`src/rtl/hs_pkg.sv`:
```
package hs_pkg;
  localparam int unsigned HS_DATA_W   = 8;
  localparam int unsigned HS_SYNC_DEF = 2;

  typedef enum logic {
    HS_DIR_OUT = 1'b0,
    HS_DIR_IN  = 1'b1
  } hs_dir_e;

  typedef struct packed {
    logic full;
    logic irq;
  } hs_flags_t;
endpackage

```
`src/rtl/hs_rst_sync.sv`:
```
module hs_rst_sync #(
  parameter int unsigned STAGES = 2
) (
  input  logic clk,
  input  logic rst_n,
  output logic rst_ns
);
  logic [STAGES-1:0] sh_q;
  logic [STAGES-1:0] sh_d;

  generate
    for (genvar i = 0; i < STAGES; i++) begin : g_sh
      if (i == 0) begin : g_first
        assign sh_d[i] = 1'b1;
      end else begin : g_next
        assign sh_d[i] = sh_q[i-1];
      end
    end
  endgenerate

  always_ff @(posedge clk or negedge rst_n) begin
    if (!rst_n) sh_q <= '0;
    else        sh_q <= sh_d;
  end

  assign rst_ns = sh_q[STAGES-1];
endmodule

```
`src/rtl/hs_edge_sync.sv`:
```
module hs_edge_sync #(
  parameter int unsigned STAGES = 2,
  parameter logic        IDLE   = 1'b1
) (
  input  logic clk,
  input  logic rst_n,
  input  logic din,
  output logic fall,
  output logic rise
);
  logic [STAGES-1:0] chain_q;
  logic [STAGES-1:0] chain_d;
  logic              last_q;

  generate
    for (genvar i = 0; i < STAGES; i++) begin : g_stage
      if (i == 0) begin : g_head
        assign chain_d[i] = din;
      end else begin : g_tail
        assign chain_d[i] = chain_q[i-1];
      end
    end
  endgenerate

  always_ff @(posedge clk or negedge rst_n) begin
    if (!rst_n) begin
      chain_q <= {STAGES{IDLE}};
      last_q  <= IDLE;
    end else begin
      chain_q <= chain_d;
      last_q  <= chain_q[STAGES-1];
    end
  end

  assign fall = last_q & ~chain_q[STAGES-1];
  assign rise = ~last_q & chain_q[STAGES-1];
endmodule

```
`src/rtl/hs_in_chan.sv`:
```
module hs_in_chan
  import hs_pkg::*;
#(
  parameter int unsigned W = HS_DATA_W
) (
  input  logic         clk,
  input  logic         rst_n,
  input  logic         active,
  input  logic         clr,
  input  logic         irq_en,
  input  logic         rd,
  input  logic         stb_fall,
  input  logic         stb_rise,
  input  logic [W-1:0] pin_in,
  output logic [W-1:0] data_q,
  output logic         full,
  output logic         irq
);
  hs_flags_t f_q, f_d;
  logic      ld_en;

  always_comb begin
    f_d   = f_q;
    ld_en = 1'b0;
    if (clr) begin
      f_d.full = 1'b0;
      f_d.irq  = 1'b0;
    end else if (active) begin
      if (rd) begin
        f_d.full = 1'b0;
        f_d.irq  = 1'b0;
      end
      if (stb_rise && f_q.full && irq_en && !rd) begin
        f_d.irq = 1'b1;
      end
      if (stb_fall) begin
        f_d.full = 1'b1;
        ld_en    = 1'b1;
      end
    end
  end

  always_ff @(posedge clk or negedge rst_n) begin
    if (!rst_n) f_q <= '0;
    else        f_q <= f_d;
  end

  always_ff @(posedge clk or negedge rst_n) begin
    if (!rst_n)     data_q <= '0;
    else if (ld_en) data_q <= pin_in;
  end

  assign full = f_q.full;
  assign irq  = f_q.irq;
endmodule

```
`src/rtl/hs_out_chan.sv`:
```
module hs_out_chan
  import hs_pkg::*;
#(
  parameter int unsigned W = HS_DATA_W
) (
  input  logic         clk,
  input  logic         rst_n,
  input  logic         active,
  input  logic         clr,
  input  logic         irq_en,
  input  logic         wr,
  input  logic [W-1:0] wdata,
  input  logic         ack_fall,
  input  logic         ack_rise,
  output logic [W-1:0] data_q,
  output logic         full,
  output logic         irq
);
  hs_flags_t f_q, f_d;
  logic      ld_en;

  always_comb begin
    f_d   = f_q;
    ld_en = 1'b0;
    if (clr) begin
      f_d.full = 1'b0;
      f_d.irq  = 1'b0;
    end else if (active) begin
      if (ack_fall) f_d.full = 1'b0;
      if (ack_rise && irq_en) f_d.irq = 1'b1;
      if (wr) begin
        f_d.full = 1'b1;
        f_d.irq  = 1'b0;
        ld_en    = 1'b1;
      end
    end
  end

  always_ff @(posedge clk or negedge rst_n) begin
    if (!rst_n) f_q <= '0;
    else        f_q <= f_d;
  end

  always_ff @(posedge clk or negedge rst_n) begin
    if (!rst_n)     data_q <= '0;
    else if (ld_en) data_q <= wdata;
  end

  assign full = f_q.full;
  assign irq  = f_q.irq;
endmodule

```
`src/rtl/hs_port_ctrl.sv`:
```
module hs_port_ctrl
  import hs_pkg::*;
#(
  parameter int unsigned W           = HS_DATA_W,
  parameter int unsigned SYNC_STAGES = HS_SYNC_DEF
) (
  input  logic         clk,
  input  logic         rst_n,
  input  logic         cfg_dir_in,
  input  logic         irq_en,
  input  logic         cpu_rd,
  input  logic         cpu_wr,
  input  logic [W-1:0] cpu_wdata,
  output logic [W-1:0] cpu_rdata,
  input  logic [W-1:0] pin_in,
  output logic [W-1:0] pin_out,
  output logic         pin_oe,
  input  logic         stb_n,
  output logic         ibf,
  input  logic         ack_n,
  output logic         obf_n,
  output logic         intr
);
  localparam int unsigned RST_STAGES = (SYNC_STAGES < 2) ? 2 : SYNC_STAGES;

  logic    rst_ns;
  hs_dir_e dir_q, dir_d, dir_req;
  logic    mode_clr, in_act, out_act;
  logic    stb_fall, stb_rise, ack_fall, ack_rise;
  logic [W-1:0] in_data, out_data;
  logic    in_full, in_irq, out_full, out_irq;

  hs_rst_sync #(.STAGES(RST_STAGES)) u_rst (
    .clk(clk), .rst_n(rst_n), .rst_ns(rst_ns)
  );

  hs_edge_sync #(.STAGES(RST_STAGES), .IDLE(1'b1)) u_stb_sync (
    .clk(clk), .rst_n(rst_ns), .din(stb_n), .fall(stb_fall), .rise(stb_rise)
  );

  hs_edge_sync #(.STAGES(RST_STAGES), .IDLE(1'b1)) u_ack_sync (
    .clk(clk), .rst_n(rst_ns), .din(ack_n), .fall(ack_fall), .rise(ack_rise)
  );

  assign dir_req  = cfg_dir_in ? HS_DIR_IN : HS_DIR_OUT;
  assign mode_clr = (dir_req != dir_q);
  assign in_act   = (dir_req == HS_DIR_IN)  && !mode_clr;
  assign out_act  = (dir_req == HS_DIR_OUT) && !mode_clr;

  always_comb begin
    dir_d = dir_req;
  end

  always_ff @(posedge clk or negedge rst_ns) begin
    if (!rst_ns) dir_q <= HS_DIR_IN;
    else         dir_q <= dir_d;
  end

  hs_in_chan #(.W(W)) u_in (
    .clk(clk), .rst_n(rst_ns), .active(in_act), .clr(mode_clr),
    .irq_en(irq_en), .rd(cpu_rd), .stb_fall(stb_fall), .stb_rise(stb_rise),
    .pin_in(pin_in), .data_q(in_data), .full(in_full), .irq(in_irq)
  );

  hs_out_chan #(.W(W)) u_out (
    .clk(clk), .rst_n(rst_ns), .active(out_act), .clr(mode_clr),
    .irq_en(irq_en), .wr(cpu_wr), .wdata(cpu_wdata),
    .ack_fall(ack_fall), .ack_rise(ack_rise),
    .data_q(out_data), .full(out_full), .irq(out_irq)
  );

  assign cpu_rdata = (dir_req == HS_DIR_IN) ? in_data : out_data;
  assign pin_out   = out_data;
  assign pin_oe    = (dir_q == HS_DIR_OUT);
  assign ibf       = in_full;
  assign obf_n     = ~out_full;
  assign intr      = in_irq | out_irq;
endmodule

```
`config.mk`:
```
export PLATFORM = sky130hd
export DESIGN_NAME = hs_port_ctrl
export DESIGN_NICKNAME = d
export VERILOG_FILES = /design/src/rtl/hs_pkg.sv /design/src/rtl/hs_rst_sync.sv /design/src/rtl/hs_edge_sync.sv /design/src/rtl/hs_in_chan.sv /design/src/rtl/hs_out_chan.sv /design/src/rtl/hs_port_ctrl.sv
export SDC_FILE = /design/constraint.sdc
export NUM_CORES = 1
export LEC_CHECK = 0
export ABC_AREA = 1
export BUFFER_PORTS_ARGS = -buffer_cell sky130_fd_sc_hd__buf_2
export CORE_UTILIZATION = 25
export CTS_CLUSTER_SIZE = 10
export DETAILED_ROUTE_END_ITERATION = 8
export HOLD_SLACK_MARGIN = 0.06
export PLACE_DENSITY_LB_ADDON = 0.12
export SKIP_CTS_REPAIR_TIMING = 1
export SYNTH_ARGS = -nofsm -noshare
export SYNTH_HDL_FRONTEND = slang
export SYNTH_HIERARCHICAL = 1
export SYNTH_SLANG_ARGS = --single-unit
```
`constraint.sdc`:
```
create_clock -name clk -period 0.98 [get_ports clk]
set_clock_uncertainty 0.1 [all_clocks]
set_input_delay 0.245 -clock clk [delete_from_list [all_inputs] [get_ports clk]]
set_output_delay 0.245 -clock clk [all_outputs]
set_load 0.01 [all_outputs]
```
; ---- Word-level counts from Yosys, hierarchy flattened
; Index checks and enable logic that the tools add are counted.
; W data, S select, Z words.
[totals]
wordCells = 61
regBits = 29
input_bits = 24
output_inout_bits = 20
[classes]
eq_ne = 1
n_reduce_logical = 18
muxes = 18
bitwise_logic = 12
[ops]
columns = cell, count
row1 = $mux W2, 6
row2 = $reduce_bool A3 Y1, 4
row3 = $mux W1, 11
row4 = $mux W8, 1
row5 = $reduce_and A2 Y1, 4
row6 = $not A1 Y1, 7
row7 = $logic_and A1 B1 Y1, 6
row8 = $and A1 B1 Y1, 4
row9 = $reduce_bool A2 Y1, 2
row10 = $logic_not A1 Y1, 2
row11 = $ne A1 B1 Y1, 1
row12 = $or A1 B1 Y1, 1

; ---- Depth between registers and ports, before layout
; Gate-level depths: netlist of run 1.
[depth]
word_depth = 8
ltp_mapped = 8
mapped_depth_nobuf = 7

; ---- Hierarchy
; Netlist of run 1, hierarchy kept.
[by_module_without_submodules]
columns = mod, seq_area_each_um2, instances, area_each_um2, cells_per_inst
row1 = hs_in_chan, 250.2, 1, 464.2, 50
row2 = hs_out_chan, 250.2, 1, 424.2, 49
row3 = hs_edge_sync, 78.8, 2, 93.8, 7
row4 = hs_port_ctrl, 26.3, 1, 170.2, 32
row5 = hs_rst_sync, 50.0, 1, 53.8, 3

; ---- Worst setup path before layout of run 1
; Ideal clock, no wire load.
[synth_path]
kind = flip-flop to flip-flop
from = register dir_q
to = register u_in.data_q[3]
path_slack_ps = -730
period_less_slack_ps = 1710
arrival_ps = 1493
setup_time_ps = 117
n_path_buf = 1
stages_incl_launch_ff = 8
required_time_ps = 763
cell_sequence = dfstp_2 > inv_1 > ha_1 > inv_1 > nand3_4 > buf_6 > nand2_1 > o21ai_2
[synth_via]
elab_chain_len = 5
[synth_rtl]
columns = item, line
row1 = start: declaration, hs_port_ctrl.sv:27  ; hs_dir_e dir_q, dir_d, dir_req;
row2 = start signal: assignment, hs_port_ctrl.sv:56  ; else dir_q <= dir_d;
row3 = $ne A1 B1 Y1 (*), hs_port_ctrl.sv:46  ; assign mode_clr = (dir_req != dir_q);
row4 = net mode_clr, hs_port_ctrl.sv:28  ; logic mode_clr, in_act, out_act;
row5 = $logic_not A1 Y1, hs_port_ctrl.sv:47  ; assign in_act = (dir_req == HS_DIR_IN) && !mode_clr;
row6 = $logic_and A1 B1 Y1, hs_port_ctrl.sv:47
row7 = $mux W1, hs_in_chan.sv:28  ; end else if (active) begin
row8 = $mux W1 (*), hs_in_chan.sv:25  ; if (clr) begin
row9 = end signal: assignment, hs_in_chan.sv:50  ; else if (ld_en) data_q <= pin_in;
row10 = end: declaration, hs_in_chan.sv:15  ; output logic [W-1:0] data_q,
; The timed path passes the listed nets; every way through them passes the cells marked *.
; A chain may end at the register's enable or synchronous reset.

; ---- Worst setup path after layout of run 1
[layout_path]
from = register dir_q
to = register u_in.data_q[0]
; The elaborated chain is that of the path after synthesis.

==> impl_metrics.tcl, run 1 <==
set metrics [dict create \
    outcome "finished, violations left" \
    violations "negative setup slack" \
    syn_nets 174 \
    nets 253 \
    critPathKind "register to register" \
    grt_setup_unrepaired "yes" \
    synthTopCellsByCount "nand2_1, dfrtp_1, inv_1" \
    hpwl_mm 2.19 \
    finalHoldViolCount 0 \
    io_pins 44 \
    cp.required_ns 1.04 \
    ant_nets 0 \
    cts_sinks 29 \
    wl_per_cell_um 10.4 \
    core_um2 4850 \
    cp-start-kind "register" \
    die_w_um 74.1 \
    grt_max_degree 28 \
    die_h_um 74.1 \
    place_ws_ns -0.591 \
    grt_pass1_wl_mm 4.85 \
    vias 1157 \
    synth_edf_count 0 \
    dr.pass1.iters 4 \
    yosysSeqAreaShare_pct 56.5 \
    syn_inst 148 \
    critPathCaptureType "register" \
    synthDistinctLibCells 18 \
    utilization_pct 41.8 \
    cts_tree "built" \
    setup_viol 40 \
    clockBufferDepth 2 \
    synth_top_area_share_pct 42.3 \
    synth_area_um2 1300 \
    start_util_pct 26.8 \
    drv_cap 0 \
    clk_pin_slew_worst_paths_ns 0.06 \
    p_leak_nw 1.13 \
    totalWireLength_mm 3.08 \
    avgSynthCellArea_um2 8.78 \
    synthTopCellsByArea "dfrtp_1, nand2_1, dfstp_2" \
    grt_usage_pct 12.0 \
    fin_ws_ns -0.480 \
    htree_levels 2 \
    drt-initial-drc-count 53 \
    period_share_pct 149 \
    port_buffers 43 \
    synth_area_leader_cell "dfrtp_1" \
    fin_tns_setup_ns -13.75 \
    synth-seq-cells 29 \
    route.detailed.drc 0 \
    drive_above_1_share_pct 53.1 \
    fmax_mhz 685 \
    synth_most_common_cell "nand2_1" \
    insertion_delay_ns 0.27 \
    hp-class "input pin to register" \
    n_antenna_cell 0 \
    synthArstFlopShare_pct 100 \
    grt-ovfl-total 0 \
    grt_antenna_before_repair 0 \
    yosys_warnings 6 \
    row_count 25 \
    dieArea_um2 5490 \
    cts_root_buffer "clkbuf_8" \
    drv_slew 0 \
    via_per_inst 3.92 \
    ir_drop_v 0.000636 \
    finalWeightedCongestion 0.703 \
    layout_min_cycle_time_ns 1.46 \
    numCtsBuffers 5 \
    ys.flop_type "dfrtp_1" \
    grt_pass1_vias 1106 \
    p_per_area_nw_per_um2 1670 \
    critPathMaxFanout 9 \
    area_growth_pct 56.0 \
    arrival_ns 1.52 \
]
-- registers in the layout, indices dropped and copies added (netlist names) --
register	cells
u_stb_sync/last_q	1
u_stb_sync/chain_q	2
u_in/data_q	8
dir_q	1
u_out/irq	1
u_out/full	1
u_out/data_q	8
u_rst/sh_q	2
u_in/irq	1
u_ack_sync/chain_q	2
u_ack_sync/last_q	1
u_in/full	1
-- report_power, final --
| part | switching (mW) | internal (mW) | total [mW] | leakage, nW |
|---|---|---|---|---|
| Sequential | 0.117 | 1.39 | 1.51 | 0.354 |
| Combinational | 0.464 | 0.506 | 0.970 | 0.734 |
| Clock | 0.410 | 0.503 | 0.913 | 0.0395 |
-- worst max-delay path: stages (launching register included) --
cell	delay [ns]
dfstp_2	0.54
inv_2	0.05
ha_4	0.25
inv_4	0.10
nand3_4	0.13
nand2_1	0.12
o21ai_2	0.06
-- cells by family (layout without fill, tap and decap cells) --
family | Yosys count | after routing | share of synthesized area (%)
simple gates | 82 | 83 | 26.6
other cells | 1 | 1 | 0.288
compound gates | 10 | 10 | 6.45
buf+inv | 24 | 103 | 8.28
flops | 29 | 29 | 56.5
fa+ha+maj | 2 | 2 | 1.92
-- layer usage --
layer / vias to the layer above / wire, um / share of wire, % / track usage (%)
met5: - / 0 / 0 / 0
met4: 0 / 59 / 1.9 / 5.77
met3: 6 / 177 / 5.7 / 4.61
met2: 32 / 1440 / 47 / 18.4
met1: 523 / 1400 / 45 / 14.8
li1: 596 / - / - / -
-- path summary, 6_finish.rpt --
check                              start         endpoint  slack [ns]  depth (start not counted)
max                                dir_q   u_in/data_q[0]       -0.48                          6
min                         cpu_wdata[3]  u_out/data_q[3]        0.07                          3
max reg2reg                        dir_q   u_in/data_q[0]       -0.48                          6
min reg2reg                u_rst/sh_q[1]         u_in/irq        0.11                          1
max in group asynchronous  u_rst/sh_q[1]            dir_q        0.44                          1
min in group asynchronous  u_rst/sh_q[1]         u_in/irq        0.11                          1
-- layout make-up --
type                            count  area [um2]
Inverter                           22        90.1
Timing Repair Buffer               72         485
Timing Repair inverter              1        6.26
Tap cell                           67        83.8
Fill cell                         533        2820
Clock buffer                        8        80.1
Sequential cell                    29         734
Multi-Input combinational cell     96         548
-- through the flow --
step | hold slack (ns) | area (um2) | power [mW] | instances
finish | 0.0725 | 2030 | 3.39 | 295
global route | 0.0695 | 2030 | 3.64 | 295
CTS | -0.367 | 1820 | 3.26 | 280
detailed placement | -0.0678 | 1740 | 2.32 | 272
global placement | -0.0696 | 1740 | 2.30 | 272
floorplan | -0.151 | 1320 | 1.94 | 148
-- cell usage in the layout, fill, tap and decap left out, types with 2 or more instances in the layout --
cell type	n
nand3_1	2
o21ai_2	8
clkbuf_1	3
buf_12	2
nand2_1	53
buf_4	22
buf_6	4
dlygate4sd3_1	3
nor2_2	2
buf_2	41
nor2_1	5
dfrtp_1	22
dfstp_2	7
inv_2	3
inv_4	2
nand2_4	2
nand2_2	15
clkbuf_8	5
inv_1	17
nand3_4	2
(Power assumes the default switching activity.)
==> inputs of run 2 (changes only) <==
- ABC_AREA: 1 -> not set
==> run 2 against run 1 <==
  * The flow finishes with violations (negative hold slack, negative setup slack)
  * Die area is 5.2% lower
  * Clock-buffer cell count unchanged
  * Utilization rose by 2.4 points
  * Largest cell class unchanged
==> impl_metrics.tcl, run 2 <==
set metrics [dict create \
    outcome "finished, violations left" \
    violations "negative hold slack, negative setup slack" \
    grt_pass1_wl_mm 4.11 \
    place_ws_ns -0.666 \
    vias 899 \
    clockBufferDepth 2 \
    port_buffers 43 \
    setup_viol 40 \
    total_power_mw 3.89 \
    finalWeightedCongestion 0.664 \
    yosysSeqAreaShare_pct 59.7 \
    drive_above_1_share_pct 78.8 \
    io_pins 44 \
    fillers 438 \
    synth-seq-cells 29 \
    holdWs_ns -0.0324 \
    synthArstFlopShare_pct 100 \
    grtUsageMet3_pct 4.58 \
    layout_common_cells "buf_2, buf_6, dfrtp_1" \
    dpl.cell_count 204 \
    largestRegisters "u_in/data_q (8), u_out/data_q (8)" \
    cp.required_ns 1.04 \
    totalWireLength_mm 2.84 \
    arrival_ns 1.72 \
    reg2reg_depth 4 \
    finish.instance_area_um2 2090 \
    synthTopCellsByArea "dfrtp_1, dfstp_2, mux2_2" \
    syn_nets 103 \
    syn_inst 77 \
    htree_levels 2 \
    critPathKind "register to register" \
    dr.pass1.iters 3 \
    grt_max_degree 11 \
    nets 181 \
    grtUsageMet1_pct 14.2 \
    finalHoldViolCount 2 \
    synthDistinctLibCells 18 \
    core_um2 4720 \
    grt_setup_unrepaired "yes" \
    die_w_um 72.1 \
    grt-ovfl-total 0 \
    synth_top_area_share_pct 44.8 \
    insertion_delay_ns 0.27 \
    hp-class "register to async pin" \
    ys.flop_type "dfrtp_1" \
    avgSynthCellArea_um2 16.0 \
    drv_cap 0 \
    dieArea_um2 5200 \
    p_per_area_nw_per_um2 1860 \
    synth_most_common_cell "dfrtp_1" \
    start_util_pct 26.0 \
    fin_ws_ns -0.672 \
    hpwl_mm 1.93 \
    grt_antenna_before_repair 0 \
    reg2reg_from "dir_q" \
    drt-initial-drc-count 34 \
    cts_root_buffer "clkbuf_8" \
    worstSetupEndpoint "u_out/data_q[4]" \
    via_per_inst 4.03 \
    r2r_setup_slack_ns -0.67 \
    wl_per_cell_um 12.7 \
    critPathCaptureType "register" \
    cts_sinks 29 \
    placed_area_um2 1670 \
    yosys_warnings 6 \
    row_count 25 \
    cts_tree "built" \
    critPathMaxFanout 8 \
    numCtsBuffers 5 \
    ir_drop_v 0.000858 \
    grtUsageMet2_pct 15.4 \
    layout_min_cycle_time_ns 1.65 \
    synth_edf_count 0 \
    period_share_pct 169 \
    area_growth_pct 69.9 \
    p_leak_nw 1.06 \
    synth_area_um2 1230 \
    cp-start-kind "register" \
    die_h_um 72.1 \
    n_antenna_cell 0 \
    rr_endpoint "u_out/data_q[4]" \
    grt_usage_pct 10.9 \
    fin_tns_setup_ns -18.23 \
    synthTopCellsByCount "dfrtp_1, mux2_2, mux2_4" \
    fmax_mhz 605 \
    finalNonFillerCells 223 \
    synth_area_leader_cell "dfrtp_1" \
    cp-startpoint "dir_q" \
    grt_pass1_vias 856 \
    drv_slew 0 \
    clk_pin_slew_worst_paths_ns 0.06 \
    busiest_layer "met2" \
    route.detailed.drc 0 \
    ant_nets 0 \
]
-- run 2: cell count changes in the layout (fill, tap and decap cells not counted), moves of 5 or more --
| cell | previous run | this run |
|---|---|---|
| nor2_1 | 5 | 0 |
| mux2_4 | 0 | 21 |
| buf_2 | 41 | 26 |
| nand2_2 | 15 | 0 |
| inv_1 | 17 | 1 |
| buf_4 | 22 | 17 |
| o21ai_2 | 8 | 0 |
| nand2_1 | 53 | 2 |
| buf_6 | 4 | 26 |
-- run 2: area by class of cell --
cell class                      instances  area [um2]  share of cell area, %
Sequential cell                        29         734                   35.1
Multi-Input combinational cell         44         589                   28.2
Timing Repair Buffer                   72         581                   27.8
Clock buffer                            8        90.1                   4.31
Tap cell                               67        83.8                   4.01
Inverter                                3        11.3                  0.539
-- run 2: how the worst min path moves through the flow --
stage,slack [ns],to
floorplan,-0.15,u_rst/sh_q[0]
global route,-0.01,u_in/data_q[5]
global placement,-0.07,u_rst/sh_q[1]
finish,-0.03,u_in/data_q[5]
detailed placement,-0.07,u_rst/sh_q[1]
CTS,-0.37,u_rst/sh_q[1]
-- run 2: stage by stage --
stage / util (%) / hold WS, ns
after floorplan: - / -0.151
after global placement: 35.3 / -0.0680
after detailed placement: 35.3 / -0.0681
after CTS: 37.2 / -0.365
after global routing: 44.2 / -0.0107
final: 44.2 / -0.0324
-- run 2: worst max-delay path: stages (launching register included) --
cell and delay, ns:
dfstp_2 0.54, inv_2 0.05, ha_4 0.26, nand3b_4 0.23, mux2_2 0.36
-- run 2: power breakdown --
group | internal, mW | leakage, nW | switching, mW
clock | 0.571 | 0.0455 | 0.423
combinational | 0.927 | 0.672 | 0.423
sequential | 1.41 | 0.346 | 0.129
-- run 2: layer usage --
| layer | vias to the layer above | wire length, um |
|---|---|---|
| li1 | 422 | - |
| met1 | 444 | 1280 |
| met2 | 26 | 1350 |
| met3 | 7 | 153 |
| met4 | 0 | 55 |
| met5 | - | 0 |
-- run 2: logic make-up after synthesis --
logic type,share of synthesized area [%]
and+or+nand+nor,6.82
muxes,24.4
AOI/OAI and AO/OA,4.88
DFF,59.7
other,0.305
buffers and inverters,1.83
adders and majority gates,2.03
